<file path="src/rtl/rtcsec_pkg.sv">
package rtcsec_pkg;
  // word offsets of the register port
  localparam int WORD_CTRL   = 0;
  localparam int WORD_LOAD   = 1;
  localparam int WORD_ALARM  = 2;
  localparam int WORD_MASK   = 8;
  localparam int WORD_CLEAR  = 9;
  localparam int WORD_STATUS = 12;
  localparam int WORD_TIME   = 13;

  // control field positions
  localparam int CTRL_ALARM_BIT = 0;
  localparam int CTRL_SRC_BIT   = 8;
  localparam int CTRL_RUN_BIT   = 12;

  typedef struct packed {
    logic run;
    logic src;
    logic alarm_en;
  } ctrl_t;
endpackage

</file>
<file path="src/rtl/rtcsec_codec.sv">
module rtcsec_codec #(
  parameter int W      = 32,
  parameter bit GRAY   = 1'b1,
  parameter bit DECODE = 1'b0
) (
  input  logic [W-1:0] din,
  output logic [W-1:0] dout
);
  generate
    if (!GRAY) begin : g_plain
      assign dout = din;
    end else if (!DECODE) begin : g_enc
      assign dout = din ^ (din >> 1);
    end else begin : g_dec
      // each binary bit is the parity of the gray bits at and above it
      always_comb begin
        for (int i = 0; i < W; i++) begin
          dout[i] = ^(din >> i);
        end
      end
    end
  endgenerate
endmodule

</file>
<file path="src/rtl/rtcsec_regs.sv">
module rtcsec_regs
  import rtcsec_pkg::*;
#(
  parameter int ADDR_W = 4,
  parameter int DATA_W = 32
) (
  input  logic              clk,
  input  logic              rst,
  input  logic              wr_stb,
  input  logic [ADDR_W-1:0] addr,
  input  logic [2:0]        wr_bits,   // {bit12, bit8, bit0} of write data
  input  logic [DATA_W-1:0] wdata_bin,
  output ctrl_t             ctrl_q,
  output ctrl_t             ctrl_d,
  output logic              mask_q,
  output logic              mask_d,
  output logic [DATA_W-1:0] alarm_q,
  output logic              load_stb,
  output logic [DATA_W-1:0] load_val,
  output logic              clr_stb
);
  localparam logic [ADDR_W-1:0] A_CTRL  = ADDR_W'(WORD_CTRL);
  localparam logic [ADDR_W-1:0] A_LOAD  = ADDR_W'(WORD_LOAD);
  localparam logic [ADDR_W-1:0] A_ALARM = ADDR_W'(WORD_ALARM);
  localparam logic [ADDR_W-1:0] A_MASK  = ADDR_W'(WORD_MASK);
  localparam logic [ADDR_W-1:0] A_CLEAR = ADDR_W'(WORD_CLEAR);

  logic wr_ctrl, wr_alarm, wr_mask;

  assign wr_ctrl  = wr_stb && (addr == A_CTRL);
  assign wr_alarm = wr_stb && (addr == A_ALARM);
  assign wr_mask  = wr_stb && (addr == A_MASK);
  assign load_stb = wr_stb && (addr == A_LOAD);
  assign clr_stb  = wr_stb && (addr == A_CLEAR) && wr_bits[0];
  assign load_val = wdata_bin;

  always_comb begin
    ctrl_d = ctrl_q;
    if (wr_ctrl) begin
      ctrl_d.run      = wr_bits[2];
      ctrl_d.src      = wr_bits[1];
      ctrl_d.alarm_en = wr_bits[0];
    end
  end

  always_comb begin
    mask_d = mask_q;
    if (wr_mask) mask_d = wr_bits[0];
  end

  always_ff @(posedge clk) begin
    if (rst) begin
      ctrl_q  <= '0;
      mask_q  <= 1'b1;
      alarm_q <= '0;
    end else begin
      ctrl_q <= ctrl_d;
      mask_q <= mask_d;
      if (wr_alarm) alarm_q <= wdata_bin;
    end
  end


  mask_write_chk: assert property (@(posedge clk) disable iff (rst)
    (wr_stb && addr == A_MASK) |=> (mask_q == $past(wr_bits[0])));


  ctrl_write_chk: assert property (@(posedge clk) disable iff (rst)
    (wr_stb && addr == A_CTRL) |=> (ctrl_q.run == $past(wr_bits[2])));
endmodule

</file>
<file path="src/rtl/rtcsec_counter.sv">
module rtcsec_counter #(
  parameter int DATA_W = 32
) (
  input  logic              clk,
  input  logic              rst,
  input  logic              tick,
  input  logic              run,
  input  logic              load_stb,
  input  logic [DATA_W-1:0] load_val,
  input  logic              alarm_en,
  input  logic [DATA_W-1:0] alarm_val,
  input  logic              clr_stb,
  output logic [DATA_W-1:0] count_q,
  output logic              status_q,
  output logic              status_d
);
  logic [DATA_W-1:0] count_inc;
  logic              advance;
  logic              match;

  assign count_inc = count_q + DATA_W'(1);
  assign advance   = tick && run && !load_stb;
  assign match     = advance && alarm_en && (count_inc == alarm_val);
  // a fresh match outranks a clear in the same cycle
  assign status_d  = match || (status_q && !clr_stb);

  always_ff @(posedge clk) begin
    if (rst) begin
      count_q  <= '0;
      status_q <= 1'b0;
    end else begin
      if (load_stb)     count_q <= load_val;
      else if (advance) count_q <= count_inc;
      status_q <= status_d;
    end
  end


  load_chk: assert property (@(posedge clk) disable iff (rst)
    load_stb |=> (count_q == $past(load_val)));


  hold_chk: assert property (@(posedge clk) disable iff (rst)
    (!run && !load_stb) |=> (count_q == $past(count_q)));


  step_chk: assert property (@(posedge clk) disable iff (rst)
    (tick && run && !load_stb) |=> (count_q == $past(count_q) + DATA_W'(1)));


  sticky_chk: assert property (@(posedge clk) disable iff (rst)
    (status_q && !clr_stb) |=> status_q);


  clear_chk: assert property (@(posedge clk) disable iff (rst)
    (clr_stb && !(tick && run)) |=> !status_q);
endmodule

</file>
<file path="src/rtl/rtcsec_readport.sv">
module rtcsec_readport
  import rtcsec_pkg::*;
#(
  parameter int ADDR_W = 4,
  parameter int DATA_W = 32
) (
  input  logic              clk,
  input  logic              rst,
  input  logic              rd_stb,
  input  logic [ADDR_W-1:0] addr,
  input  ctrl_t             ctrl,
  input  logic              mask,
  input  logic              status,
  input  logic [DATA_W-1:0] time_reg,
  input  logic [DATA_W-1:0] alarm_reg,
  output logic [DATA_W-1:0] rdata_q,
  output logic              rvalid_q
);
  logic [DATA_W-1:0] rd_mux;

  always_comb begin
    rd_mux = '0;
    case (addr)
      ADDR_W'(WORD_CTRL): begin
        rd_mux[CTRL_ALARM_BIT] = ctrl.alarm_en;
        rd_mux[CTRL_SRC_BIT]   = ctrl.src;
        rd_mux[CTRL_RUN_BIT]   = ctrl.run;
      end
      ADDR_W'(WORD_ALARM):  rd_mux = alarm_reg;
      ADDR_W'(WORD_MASK):   rd_mux[0] = mask;
      ADDR_W'(WORD_STATUS): rd_mux[0] = status;
      ADDR_W'(WORD_TIME):   rd_mux = time_reg;
      default:              rd_mux = '0;
    endcase
  end

  always_ff @(posedge clk) begin
    if (rst) begin
      rdata_q  <= '0;
      rvalid_q <= 1'b0;
    end else begin
      rvalid_q <= rd_stb;
      if (rd_stb) rdata_q <= rd_mux;
    end
  end


  rvalid_chk: assert property (@(posedge clk) disable iff (rst)
    rd_stb |=> rvalid_q);


  rvalid_idle_chk: assert property (@(posedge clk) disable iff (rst)
    !rd_stb |=> !rvalid_q);
endmodule

</file>
<file path="src/rtl/rtcsec_top.sv">
module rtcsec_top
  import rtcsec_pkg::*;
#(
  parameter int ADDR_W     = 4,
  parameter int DATA_W     = 32,
  parameter bit GRAY_STORE = 1'b1
) (
  input  logic              clk,
  input  logic              rst,
  input  logic              tick_1hz,
  input  logic              reg_valid,
  input  logic              reg_write,
  input  logic [ADDR_W-1:0] reg_addr,
  input  logic [DATA_W-1:0] reg_wdata,
  output logic [DATA_W-1:0] reg_rdata,
  output logic              reg_rvalid,
  output logic              alarm_irq
);
  logic              wr_stb, rd_stb;
  logic [DATA_W-1:0] wdata_bin;
  ctrl_t             ctrl_q, ctrl_d;
  logic              mask_q, mask_d;
  logic [DATA_W-1:0] alarm_q;
  logic              load_stb, clr_stb;
  logic [DATA_W-1:0] load_val;
  logic [DATA_W-1:0] count_q;
  logic              status_q, status_d;
  logic [DATA_W-1:0] time_reg, alarm_reg;
  logic              irq_q;

  assign wr_stb = reg_valid && reg_write;
  assign rd_stb = reg_valid && !reg_write;

  rtcsec_codec #(.W(DATA_W), .GRAY(GRAY_STORE), .DECODE(1'b1)) u_wdec (
    .din(reg_wdata), .dout(wdata_bin));

  rtcsec_regs #(.ADDR_W(ADDR_W), .DATA_W(DATA_W)) u_regs (
    .clk(clk), .rst(rst), .wr_stb(wr_stb), .addr(reg_addr),
    .wr_bits({reg_wdata[CTRL_RUN_BIT], reg_wdata[CTRL_SRC_BIT], reg_wdata[CTRL_ALARM_BIT]}),
    .wdata_bin(wdata_bin), .ctrl_q(ctrl_q), .ctrl_d(ctrl_d),
    .mask_q(mask_q), .mask_d(mask_d), .alarm_q(alarm_q),
    .load_stb(load_stb), .load_val(load_val), .clr_stb(clr_stb));

  rtcsec_counter #(.DATA_W(DATA_W)) u_cnt (
    .clk(clk), .rst(rst), .tick(tick_1hz), .run(ctrl_q.run),
    .load_stb(load_stb), .load_val(load_val),
    .alarm_en(ctrl_q.alarm_en), .alarm_val(alarm_q), .clr_stb(clr_stb),
    .count_q(count_q), .status_q(status_q), .status_d(status_d));

  rtcsec_codec #(.W(DATA_W), .GRAY(GRAY_STORE), .DECODE(1'b0)) u_tenc (
    .din(count_q), .dout(time_reg));

  rtcsec_codec #(.W(DATA_W), .GRAY(GRAY_STORE), .DECODE(1'b0)) u_aenc (
    .din(alarm_q), .dout(alarm_reg));

  rtcsec_readport #(.ADDR_W(ADDR_W), .DATA_W(DATA_W)) u_rd (
    .clk(clk), .rst(rst), .rd_stb(rd_stb), .addr(reg_addr),
    .ctrl(ctrl_q), .mask(mask_q), .status(status_q),
    .time_reg(time_reg), .alarm_reg(alarm_reg),
    .rdata_q(reg_rdata), .rvalid_q(reg_rvalid));

  // interrupt registered from next-state values so it lines up with the registers
  always_ff @(posedge clk) begin
    if (rst) irq_q <= 1'b0;
    else     irq_q <= status_d && ctrl_d.alarm_en && !mask_d;
  end
  assign alarm_irq = irq_q;


  irq_status_chk: assert property (@(posedge clk) disable iff (rst)
    alarm_irq |-> status_q);


  irq_mask_chk: assert property (@(posedge clk) disable iff (rst)
    mask_q |-> !alarm_irq);


  irq_enable_chk: assert property (@(posedge clk) disable iff (rst)
    !ctrl_q.alarm_en |-> !alarm_irq);
endmodule

</file>
<file path="config.mk">
export PLATFORM = sky130hd
export DESIGN_NAME = rtcsec_top
export DESIGN_NICKNAME = d
export VERILOG_FILES = /design/src/rtl/rtcsec_pkg.sv /design/src/rtl/rtcsec_codec.sv /design/src/rtl/rtcsec_regs.sv /design/src/rtl/rtcsec_counter.sv /design/src/rtl/rtcsec_readport.sv /design/src/rtl/rtcsec_top.sv
export SDC_FILE = /design/constraint.sdc
export NUM_CORES = 1
export LEC_CHECK = 0
export BUFFER_PORTS_ARGS = -buffer_cell sky130_fd_sc_hd__buf_2
export CORE_MARGIN = 8
export CORE_UTILIZATION = 50
export DETAILED_ROUTE_END_ITERATION = 10
export PLACE_DENSITY = 0.67
export SKIP_CTS_REPAIR_TIMING = 1
export SYNTH_ARGS = -nofsm -noshare
export SYNTH_HDL_FRONTEND = slang
export SYNTH_SLANG_ARGS = --single-unit
</file>
<file path="constraint.sdc">
create_clock -name clk -period 7.4 [get_ports clk]
set_clock_uncertainty 0.05 [all_clocks]
set_input_delay 0 -clock clk [delete_from_list [all_inputs] [get_ports clk]]
set_output_delay 0 -clock clk [all_outputs]
set_load 0.02 [all_outputs]
</file>
==> results.md, run 1 <==
- First-pass GRT wire length: 29880 um
- WL per Instance: approximately 19 um
- Post-synth EDFFs: 0
- Leakage Power: roughly 3.2 nW
- Post-Syn Area per Cell: 8.654 um^2
- Initial DRC count: 553
- Worst path arrival time: 3.56 ns
- Unrepaired setup endpoints after global routing: false
- DR vias/cell: 5.827
- Vias in the first global route: about 5.7k
- Worst-Skew Late Latency: 0.35 ns
- Num ports: 75
- Cell total after placement: 979
- Status: finished, violations left
- DRC: 0
- Die area: 0.01718 mm^2
- Routed Antenna Nets: 0
- Total congestion overflow: 0
- Area taken by multi-input logic gates: around 0.0044 mm^2
- RePlAce Congestion: 0.9637
- Final Max Slew Viols: 0
- Die height: ~130 um
- Register area: 0.002062 mm^2
- Total GRT Usage: 0.2237
- Clk sinks: 103
- Non-filler cells, final: 1001
- Critical R2R Launch: u_cnt.count_q[3]$_SDFFE_PP0P_
- RR Endpoint: alarm_irq$_SDFF_PP0_
- Pwr dens: 221.4 mW/mm^2
- Syn_nets: 836
- Syn Inst Count: ~770
- Setup CP Type: in2reg
- FMAX: 302.0 MHz
- Crit path max-delay cell type: xnor3_1
- Placeable Area: 0.01309 mm^2
- Hold Slack: -0.01742 ns
- Post-synth top cells: 104 x nor2_1, 103 x dfxtp_1, 91 x xnor2_1
- Fraction of registers with async set/reset: 0
- CTS H-tree lvls: 3
- DR pass1 iterations: 5
- Mapped Area: 0.006620 mm^2
- Via Count: 5833
- Die Width: 131.1 um
- Peak VDD IR: 130.5 uV
- Worst Hold Path EP: u_regs.alarm_q[16]$_SDFFE_PP0P_
- #FFs+latches synth: 103
- Max Buffers Root-to-Sink: 2
- # diodes: 0
- Startpoint Class: input pin
- Final hold vios: 7
- FF-to-FF path depth: 8
- Layout net count: just under 900
- Tcrit/Tclk final: 0.4475
- Port-buffer cells: 74
- Finish-stage setup viols: 0
- Top cell by count, worst path: xnor2_4
- Max cap viols: 0
- Post-route cell area: 0.007517 mm^2
- Slowest Stage Delay on Critical Path: 0.83 ns
- Yosys Warn Count: 0
- Register area share after synthesis: 0.3115
- Worst endpoint required time: 7.65 ns
- Fill cell count: roughly 1.2k
- TritonCTS buffer count: 9
- Initial antenna violation count: 0
- Hold path start: reg_wdata[16]
- Root Buffer: clkbuf_16
- Hold depth: 3
- Tmin final: 3.311 ns
- Hold Path Class: in2reg
- Row count: 42
- Core Util, Final: 0.5745
- Area delta synth->final: 13.55%
- Flop2flop setup slack: about 4.3 ns
- Routed wire length: 18960 um
- Slew HR: 0.2304
- Starting density of the core: 0.5059
- Largest net degree at the start of global routing: 108
- Post-Route Setup TNS: 0 ns
- CTS tree: done
- HPWL Detailed: roughly 13000 um
- Crit Path Max Fanout: 10
- Count of cell types in the netlist: 51
- Measured slew at the worst slew-check pin: 1.154 ns
- Yosys top cell area share: 0.3115
- Most frequent cell after synthesis: nor2_1
- Worst path cell trace: dlygate4sd3_1 > buf_2 > xor3_2 > xnor3_2 > xnor2_4 > xnor3_1 > xnor2_4 > or4_1 > nand3_1
- Biggest area consumer among synthesized cells: dfxtp_1
- Crit. End Element: flop
- Layout cell share with drive strength beyond 1: 0.1370
- Placed Instance Area: 0.007112 mm^2
- Failing checks: hold timing
- Synth area leaders: dfxtp_1 31%, xnor2_1 12%, xor2_1 9.8%
- Worst-path clk slew: 0.07 ns
- Post-synth top flop: dfxtp_1
[worst max path at each step]
| stage | from | end | slack (ns) |
|---|---|---|---|
| floorplan | u_cnt.count_q[4]$_SDFFE_PP0P_ | u_cnt.status_q$_SDFF_PP0_ | 4.66 |
| global placement | reg_wdata[31] | u_regs.alarm_q[3]$_SDFFE_PP0P_ | 4.38 |
| finish | reg_wdata[31] | u_regs.alarm_q[3]$_SDFFE_PP0P_ | 4.09 |
| detailed placement | reg_wdata[31] | u_regs.alarm_q[3]$_SDFFE_PP0P_ | 4.27 |
| CTS | u_cnt.count_q[3]$_SDFFE_PP0P_ | alarm_irq$_SDFF_PP0_ | 4.28 |
| global route | reg_wdata[31] | u_regs.alarm_q[3]$_SDFFE_PP0P_ | 3.97 |
[state kept, by name, summed over array words and instances, names as in the netlist]
register / flops
u_cnt.count_q: 32
u_regs.alarm_q: 32
u_cnt.status_q: 1
u_regs.mask_q: 1
u_regs.ctrl_q: 3
u_rd.rdata_q: 32
u_rd.rvalid_q: 1
alarm_irq: 1
[area by class of cell]
type / count / share of cell area
repair buffers: 89 / 0.06691
inverters: 5 / 0.002497
clock inverters: 6 / 0.01465
flip-flops and latches: 103 / 0.2743
multi-input cells: 613 / 0.5824
clock buffers: 9 / 0.02996
well taps: 176 / 0.02929
[where the power goes]
part	leakage, nW	internal (mW)	switching [mW]
logic	2.16	0.225	0.308
clock network	0.158	0.328	0.221
registers	0.836	0.569	0.0132
total	3.16	1.12	0.541
[through the flow]
step,setup slack (ns),hold WS [ns],power (mW)
6_report,4.089,-0.01742,1.664
5_1_grt,3.966,0.008498,1.730
4_1_cts,4.277,-0.1125,1.662
3_5_place_dp,4.275,0.2567,1.121
3_3_place_gp,4.378,0.2443,1.107
2_1_floorplan,4.663,0.08598,1.012
[critical path, delay by kind of cell]
kind                      cells  cell delay, ns
xor gates and xnor gates      5            2.31
and+or+nand+nor               2            0.58
buffers and inverters         2            0.68
[layer usage]
layer  wire length [um]  GRT usage
met1               8739     0.2977
met2               8709     0.3565
met3               1069    0.03439
met4                439    0.08710
met5                  0          0
[cell families after synthesis]
| family | after synthesis | share of synthesized area |
|---|---|---|
| flops | 103 | 0.3115 |
| compound gates | 123 | 0.1378 |
| mux | 7 | 0.01096 |
| buf+inv | 49 | 0.02892 |
| xor+xnor | 177 | 0.2604 |
| fa+ha+maj | 30 | 0.05670 |
| simple gates | 276 | 0.1937 |
[cells in the final DEF (no fill, tap or decap), drive strengths merged, types with 21 or more instances in the layout]
| master | netlist | layout |
|---|---|---|
| dfxtp | 103 | 103 |
| buf | 1 | 82 |
| a21oi | 21 | 21 |
| a221oi | 30 | 30 |
| ha | 30 | 30 |
| nand2 | 55 | 55 |
| nor3 | 43 | 43 |
| xnor2 | 95 | 95 |
| xor2 | 75 | 75 |
| a211oi | 38 | 38 |
| nor2 | 104 | 104 |
Note: power is estimated with default switching activity, not from simulation.
==> run 2: changes to the inputs <==
--- a/config.mk
+++ b/config.mk
@@ -5,11 +5,12 @@
 export SDC_FILE = /design/constraint.sdc
 export NUM_CORES = 1
 export LEC_CHECK = 0
+export ABC_AREA = 1
 export BUFFER_PORTS_ARGS = -buffer_cell sky130_fd_sc_hd__buf_2
 export CORE_MARGIN = 8
 export CORE_UTILIZATION = 50
 export DETAILED_ROUTE_END_ITERATION = 10
-export PLACE_DENSITY = 0.67
+export PLACE_DENSITY = 0.66
 export SKIP_CTS_REPAIR_TIMING = 1
 export SYNTH_ARGS = -nofsm -noshare
 export SYNTH_HDL_FRONTEND = slang
==> constraint.sdc (replaced) <==
create_clock -name clk -period 3.5 [get_ports clk]
set_clock_uncertainty 0.05 [all_clocks]
set_input_delay 0 -clock clk [delete_from_list [all_inputs] [get_ports clk]]
set_output_delay 0 -clock clk [all_outputs]
set_load 0.02 [all_outputs]
==> run 2 against run 1 <==
  * The flow now finishes without violations
  * Sequential share of layout area is 4.1 points lower
  * Flip-flop and latch count stayed put
  * Cell area is 18% higher
  * Total power is 100% higher
  * First-iteration DRC count is 3.6% higher
  * Core utilization is 0.88 points lower
  * Clock power is 77% higher
  * Final cell count is 49% higher
  * Routed wire length is 29% higher
  * Sequential power is 110% higher
  * Largest power group unchanged
  * Highest routed layer is now met5
==> results.md, run 2 <==
- Total power draw: 3.353 mW
- DR pass1 iterations: 5
- Num ports: 75
- CTS tree: done
- Crit path max-delay cell type: nor2_2
- Layout cell share with drive strength beyond 1: 0.1169
- Die Width: 141.7 um
- Max Buffers Root-to-Sink: 2
- Crit. End Element: flop
- Worst path cell trace: ha_1 > nand2_2 > nor2_2 > nand2_1 > o21ai_0 > nand2_1 > nand2_1 > nand2_1 > nor2_1 > nand2_1 > nor2_1 > nand4_1 > a21oi_1
- Count of cell types in the netlist: 39
- Unrepaired setup endpoints after global routing: false
- # diodes: 0
- Hold Slack: 0.003934 ns
- Worst-path clk slew: approximately 0.080 ns
- Core Util, Final: 0.5657
- Post-route setup slack: 0.8422 ns
- Row count: 46
- Post-synth top flop: dfxtp_1
- Commonest non-fill, non-tap cells in the layout: 360 x nand2_1, 129 x inv_1, 103 x dfxtp_1
- Hold Path Class: in2reg
- Slowest Stage Delay on Critical Path: 0.45 ns
- Flop2flop setup slack: 0.84 ns
- Dpl ws: between 0.8 and 0.9 ns
- Total GRT Usage: 0.2432
- Initial DRC count: 573
- Tcrit/Tclk final: 0.7594
- Measured slew at the worst slew-check pin: 0.8198 ns
- Syn_nets: ~1.3k
- Status: finished clean
- First-pass GRT wire length: 38210 um
- Biggest area consumer among synthesized cells: dfxtp_1
- Die height: ~140 um
- Via Count: between 7k and 8k
- Worst path arrival time: 2.90 ns
- Routed Antenna Nets: 0
- Port-buffer cells: 74
- Post-synth EDFFs: 0
- CTS H-tree lvls: 3
- RePlAce Congestion: 0.9549
- Top cell by count, worst path: nand2_1
- Pwr dens: between 300 and 400 mW/mm^2
- Clk sinks: 103
- Root Buffer: clkbuf_16
- Largest registers: u_cnt.count_q x32, u_rd.rdata_q x32, u_regs.alarm_q x32
- #FFs+latches synth: 103
- Largest net degree at the start of global routing: 53
- Vias in the first global route: 7144
- Post-synth top cells: 360 x nand2_1, 129 x inv_1, 103 x dfxtp_1
- Finish-stage setup viols: 0
- FMAX: 376.2 MHz
- Slew HR: 0.4522
- HPWL Detailed: about 19000 um
- Routed wire length: 24550 um
- Starting density of the core: 0.5046
- Yosys top cell area share: 0.2610
- Die area: 0.02008 mm^2
- Yosys Warn Count: 0
- Placeable Area: approximately 0.016 mm^2
- DRC: 0
- Crit Path Max Fanout: 12
- Critical path buffers and inverters: 0
- Most common cell after layout, fill and taps aside: nand2_1
- WL per Instance: 16.46 um
- Mapped Area: 0.007900 mm^2
- Initial antenna violation count: 1
- Area delta synth->final: 12.10%
- CP top delay family: simple AND/OR/NAND/NOR gates
- Final hold vios: 0
- Fill cell count: 1651
- Setup CP Type: reg2reg
- Worst endpoint required time: 3.74 ns
- Synth area leaders: dfxtp_1 26%, nand2_1 17%, xnor2_1 7.0%
- Leakage Power: approximately 4.2 nW
- Startpoint Class: flop
- Worst-Skew Late Latency: roughly 0.36 ns
- Fraction of registers with async set/reset: 0
- Post-Route Setup TNS: 0 ns
- Post-Syn Area per Cell: approximately 6.6 um^2
- Most frequent cell after synthesis: nand2_1
- DR vias/cell: 5.313
- Tmin final: 2.658 ns
- Max cap viols: 0
- Register area share after synthesis: 0.2610
- Layout net count: about 1.3k
- Final Max Slew Viols: 0
- TritonCTS buffer count: 9
- Peak VDD IR: ~220 uV
- Total congestion overflow: 0
- Syn Inst Count: 1199
-- run 2: changes by cell type in the layout (fill, tap and decap cells not counted), moves of 35 or more --
cell,change
nand2_1,+305
inv_1,+124
a21oi_1,+66
o21ai_0,+63
nand3_1,+52
nor3_1,-42
xor2_1,-38
a211oi_1,-36
nor2_1,-35
-- run 2: stage by stage --
stage | cells | area, um^2
after CTS | 1486 | 8806
final | 1491 | 8856
after global placement | 1470 | 8532
after floorplan | 1199 | 7900
after detailed placement | 1470 | 8532
after global routing | 1491 | 8856
-- run 2: cells by family after synthesis --
| kind of cell | share of synthesized area |
|---|---|
| AO/OA/AOI/OAI | 0.1676 |
| AND/OR/NAND/NOR | 0.2844 |
| flip-flops | 0.2610 |
| buffers and inverters | 0.08362 |
| adder cells (fa/ha/maj) | 0.04751 |
| XOR/XNOR | 0.1558 |
-- run 2: where the power goes --
group	switching, mW	internal (mW)
sequential	0.0231	1.20
combinational	0.771	0.386
clock	0.483	0.487
-- run 2: final timing paths --
check                                              startpoint                               to  cells after the start
worst max register to register  u_cnt.count_q[2]$_SDFFE_PP0P_        u_cnt.status_q$_SDFF_PP0_                     13
worst min-delay path                            reg_wdata[29]  u_regs.alarm_q[29]$_SDFFE_PP0P_                      3
worst max-delay path            u_cnt.count_q[2]$_SDFFE_PP0P_        u_cnt.status_q$_SDFF_PP0_                     13
worst min register to register  u_rd.rdata_q[12]$_SDFFE_PP0P_    u_rd.rdata_q[12]$_SDFFE_PP0P_                      2
-- run 2: worst min-delay path, stage by stage --
cell and delay, ns:
buf_2 0.13, xnor2_2 0.16, a21oi_1 0.07
-- run 2: area by class of cell --
class,count,area [um^2],share of cell area
inverters,137,514.2,0.05807
clock inverters,6,45.04,0.005086
clock buffers,10,229.0,0.02585
well taps,216,270.3,0.03052
repair buffers,96,548.0,0.06188
multi-input cells,923,5187,0.5858
flip-flops and latches,103,2062,0.2328
-- run 2: per-layer routing --
layer | GRT usage | up-vias | share of wire
met5 | 0 | - | 0.00041
met2 | 0.3692 | 294 | 0.42
met3 | 0.05208 | 39 | 0.079
met1 | 0.3275 | 3534 | 0.47
li1 | - | 4053 | -
met4 | 0.09949 | 2 | 0.027
==> run 3: changes to the inputs <==
--- a/config.mk
+++ b/config.mk
@@ -10,7 +10,7 @@
 export CORE_MARGIN = 8
 export CORE_UTILIZATION = 50
 export DETAILED_ROUTE_END_ITERATION = 10
-export PLACE_DENSITY = 0.66
+export PLACE_DENSITY = 0.69
 export SKIP_CTS_REPAIR_TIMING = 1
 export SYNTH_ARGS = -nofsm -noshare
 export SYNTH_HDL_FRONTEND = slang
==> constraint.sdc (replaced) <==
create_clock -name clk -period 2.18 [get_ports clk]
set_clock_uncertainty 0.05 [all_clocks]
set_input_delay 0 -clock clk [delete_from_list [all_inputs] [get_ports clk]]
set_output_delay 0 -clock clk [all_outputs]
set_load 0.02 [all_outputs]
==> run 3 against run 2 <==
  * Sequential share of layout area fell by 1.7 points
  * Largest power group unchanged
  * Largest cell class unchanged
  * Sequential power rose by 59%
  * Worst hold slack improved by 0.0054 ns
  * First-iteration DRC count rose by 81%
  * Register-to-register slack got worse by 0.81 ns
  * Total power rose by 63%
  * Final cell count rose by 5.1%
  * Global-route usage rose by 1.2 points
  * Combinational power rose by 65%
  * Critical path depth rose by 1
  * Setup slack got worse by 0.81 ns
  * Via count rose by 7.1%
==> results.md, run 3 (same netlist as run 2, synthesis figures left out) <==
- Worst path arrival time: ~2.4 ns
- Hold Slack: about 0.0094 ns
- Setup CP Type: reg2reg
- Cell total after placement: 1537
- Total GRT Usage: 0.2551
- Initial antenna violation count: 0
- Die Width: roughly 140 um
- Startpoint Class: flop
- Final hold vios: 0
- Crit path launch: u_cnt.count_q[3]$_SDFFE_PP0P_
- Die area: 0.02008 mm^2
- Num ports: 75
- Worst-path clk slew: 0.08 ns
- Tmin final: 2.144 ns
- Tcrit/Tclk final: 0.9833
- Register area: 0.002117 mm^2
- Final Max Slew Viols: 0
- Layout net count: 1417
- Non-filler cells, final: 1567
- RePlAce Congestion: 1.037
- Peak VDD IR: 408.2 uV
- Placeable Area: 0.01566 mm^2
- Measured slew at the worst slew-check pin: roughly 0.68 ns
- Core Util, Final: 0.6277
- Most common cell after layout, fill and taps aside: nand2_1
- HPWL Detailed: 19630 um
- Routed Antenna Nets: 0
- DR pass1 iterations: 6
- Max cap viols: 0
- Pwr dens: 557.6 mW/mm^2
- FMAX: 466.5 MHz
- Flop2flop setup slack: 0.04 ns
- Worst-Skew Late Latency: 0.37 ns
- Worst endpoint required time: roughly 2.4 ns
- Routed wire length: ~26000 um
- Total congestion overflow: 0
- Status: finished clean
- Max Buffers Root-to-Sink: 2
- Initial DRC count: 1036
- Layout cell share with drive strength beyond 1: 0.2317
- Fill cell count: 1491
- Total power draw: 5.480 mW
- # diodes: 0
- TritonCTS buffer count: 9
- Clk sinks: 103
- Port-buffer cells: 74
- Critical R2R Launch: u_cnt.count_q[3]$_SDFFE_PP0P_
- Crit. End Element: flop
- Starting density of the core: 0.5046
- Vias in the first global route: 7931
- Area delta synth->final: 24.39%
- Die height: 141.7 um
- FF-to-FF path depth: 14
- Leakage Power: 4.687 nW
- Via Count: around 8.5k
- Root Buffer: clkbuf_16
- Hold Path Class: in2reg
- CTS H-tree lvls: 3
- Commonest non-fill, non-tap cells in the layout: 339 x nand2_1, 129 x inv_1, 85 x a21oi_1
- Largest registers: u_cnt.count_q x32, u_rd.rdata_q x32, u_regs.alarm_q x32
- DRC: 0
- Largest net degree at the start of global routing: 53
- Crit Path Max Fanout: 4
- First-pass GRT wire length: ~40000 um
- RR Endpoint: alarm_irq$_SDFF_PP0_
- Unrepaired setup endpoints after global routing: true
- Finish-stage setup viols: 0
- Slew HR: 0.5487
- DR vias/cell: 5.417
- Row count: 46
- Area taken by multi-input logic gates: 0.005483 mm^2
- WL per Instance: 16.45 um
- Capture point of the critical path: alarm_irq$_SDFF_PP0_
- CTS tree: done
-- run 3: changes by cell type in the layout (fill, tap and decap cells not counted), sizes merged --
cell,change
clkbuf,-1
clkinv,-1
inv,+1
clkinvlp,+1
buf,+76
-- run 3: final cells by class --
type | instances | area share
Timing Repair Buffer | 172 | 0.1182
Inverter | 137 | 0.05233
Clock buffer | 9 | 0.02292
Multi-Input combinational cell | 923 | 0.5579
Tap cell | 216 | 0.02750
Clock inverter | 7 | 0.005730
Sequential cell | 103 | 0.2154
-- run 3: where the power goes --
part,switching (mW),internal (mW),total [mW]
registers,0.0360,1.92,1.96
logic,1.27,0.643,1.91
clock network,0.820,0.788,1.61
-- run 3: critical path: stages (launching register included) --
cell     delay, ns
dfxtp_4       0.37
ha_1          0.20
nand2_4       0.10
nor2_4        0.17
buf_6         0.13
nand3_1       0.08
nand3_1       0.09
nand2_1       0.09
inv_1         0.08
nand2_1       0.06
nor2_2        0.16
nand2_1       0.08
nor2_2        0.10
nand4_1       0.13
a21oi_1       0.17
-- run 3: metrics by stage --
stage,worst slack (ns),setup TNS [ns],cell area (um^2)
5_1_grt,-0.06580,-0.1159,9827
2_1_floorplan,0.2709,0,7900
3_5_place_dp,-0.08827,-0.1692,9047
4_1_cts,-0.1426,-0.2807,9329
3_3_place_gp,-0.01330,-0.02277,9047
6_report,0.03631,0,9827
-- run 3: per-layer routing --
layer  vias up  track usage  wire, um
li1       4213            -         -
met1      3772       0.3434     11260
met2       420       0.3869     11050
met3        83      0.04603      2437
met4         0       0.1198      1032
met5         -            0         0
-- run 3: worst min path at each step --
stage,from,end,slack [ns],cells past startpoint
after floorplan,reg_wdata[8],u_regs.ctrl_q[1]$_SDFFE_PP0P_,0.08,2
after global placement,reg_wdata[31],u_regs.alarm_q[31]$_SDFFE_PP0P_,0.24,3
after detailed placement,reg_wdata[31],u_regs.alarm_q[31]$_SDFFE_PP0P_,0.24,3
after CTS,reg_wdata[31],u_regs.alarm_q[31]$_SDFFE_PP0P_,-0.15,3
after global routing,reg_wdata[29],u_regs.alarm_q[29]$_SDFFE_PP0P_,0.03,3
final,reg_wdata[29],u_regs.alarm_q[29]$_SDFFE_PP0P_,0.009,3
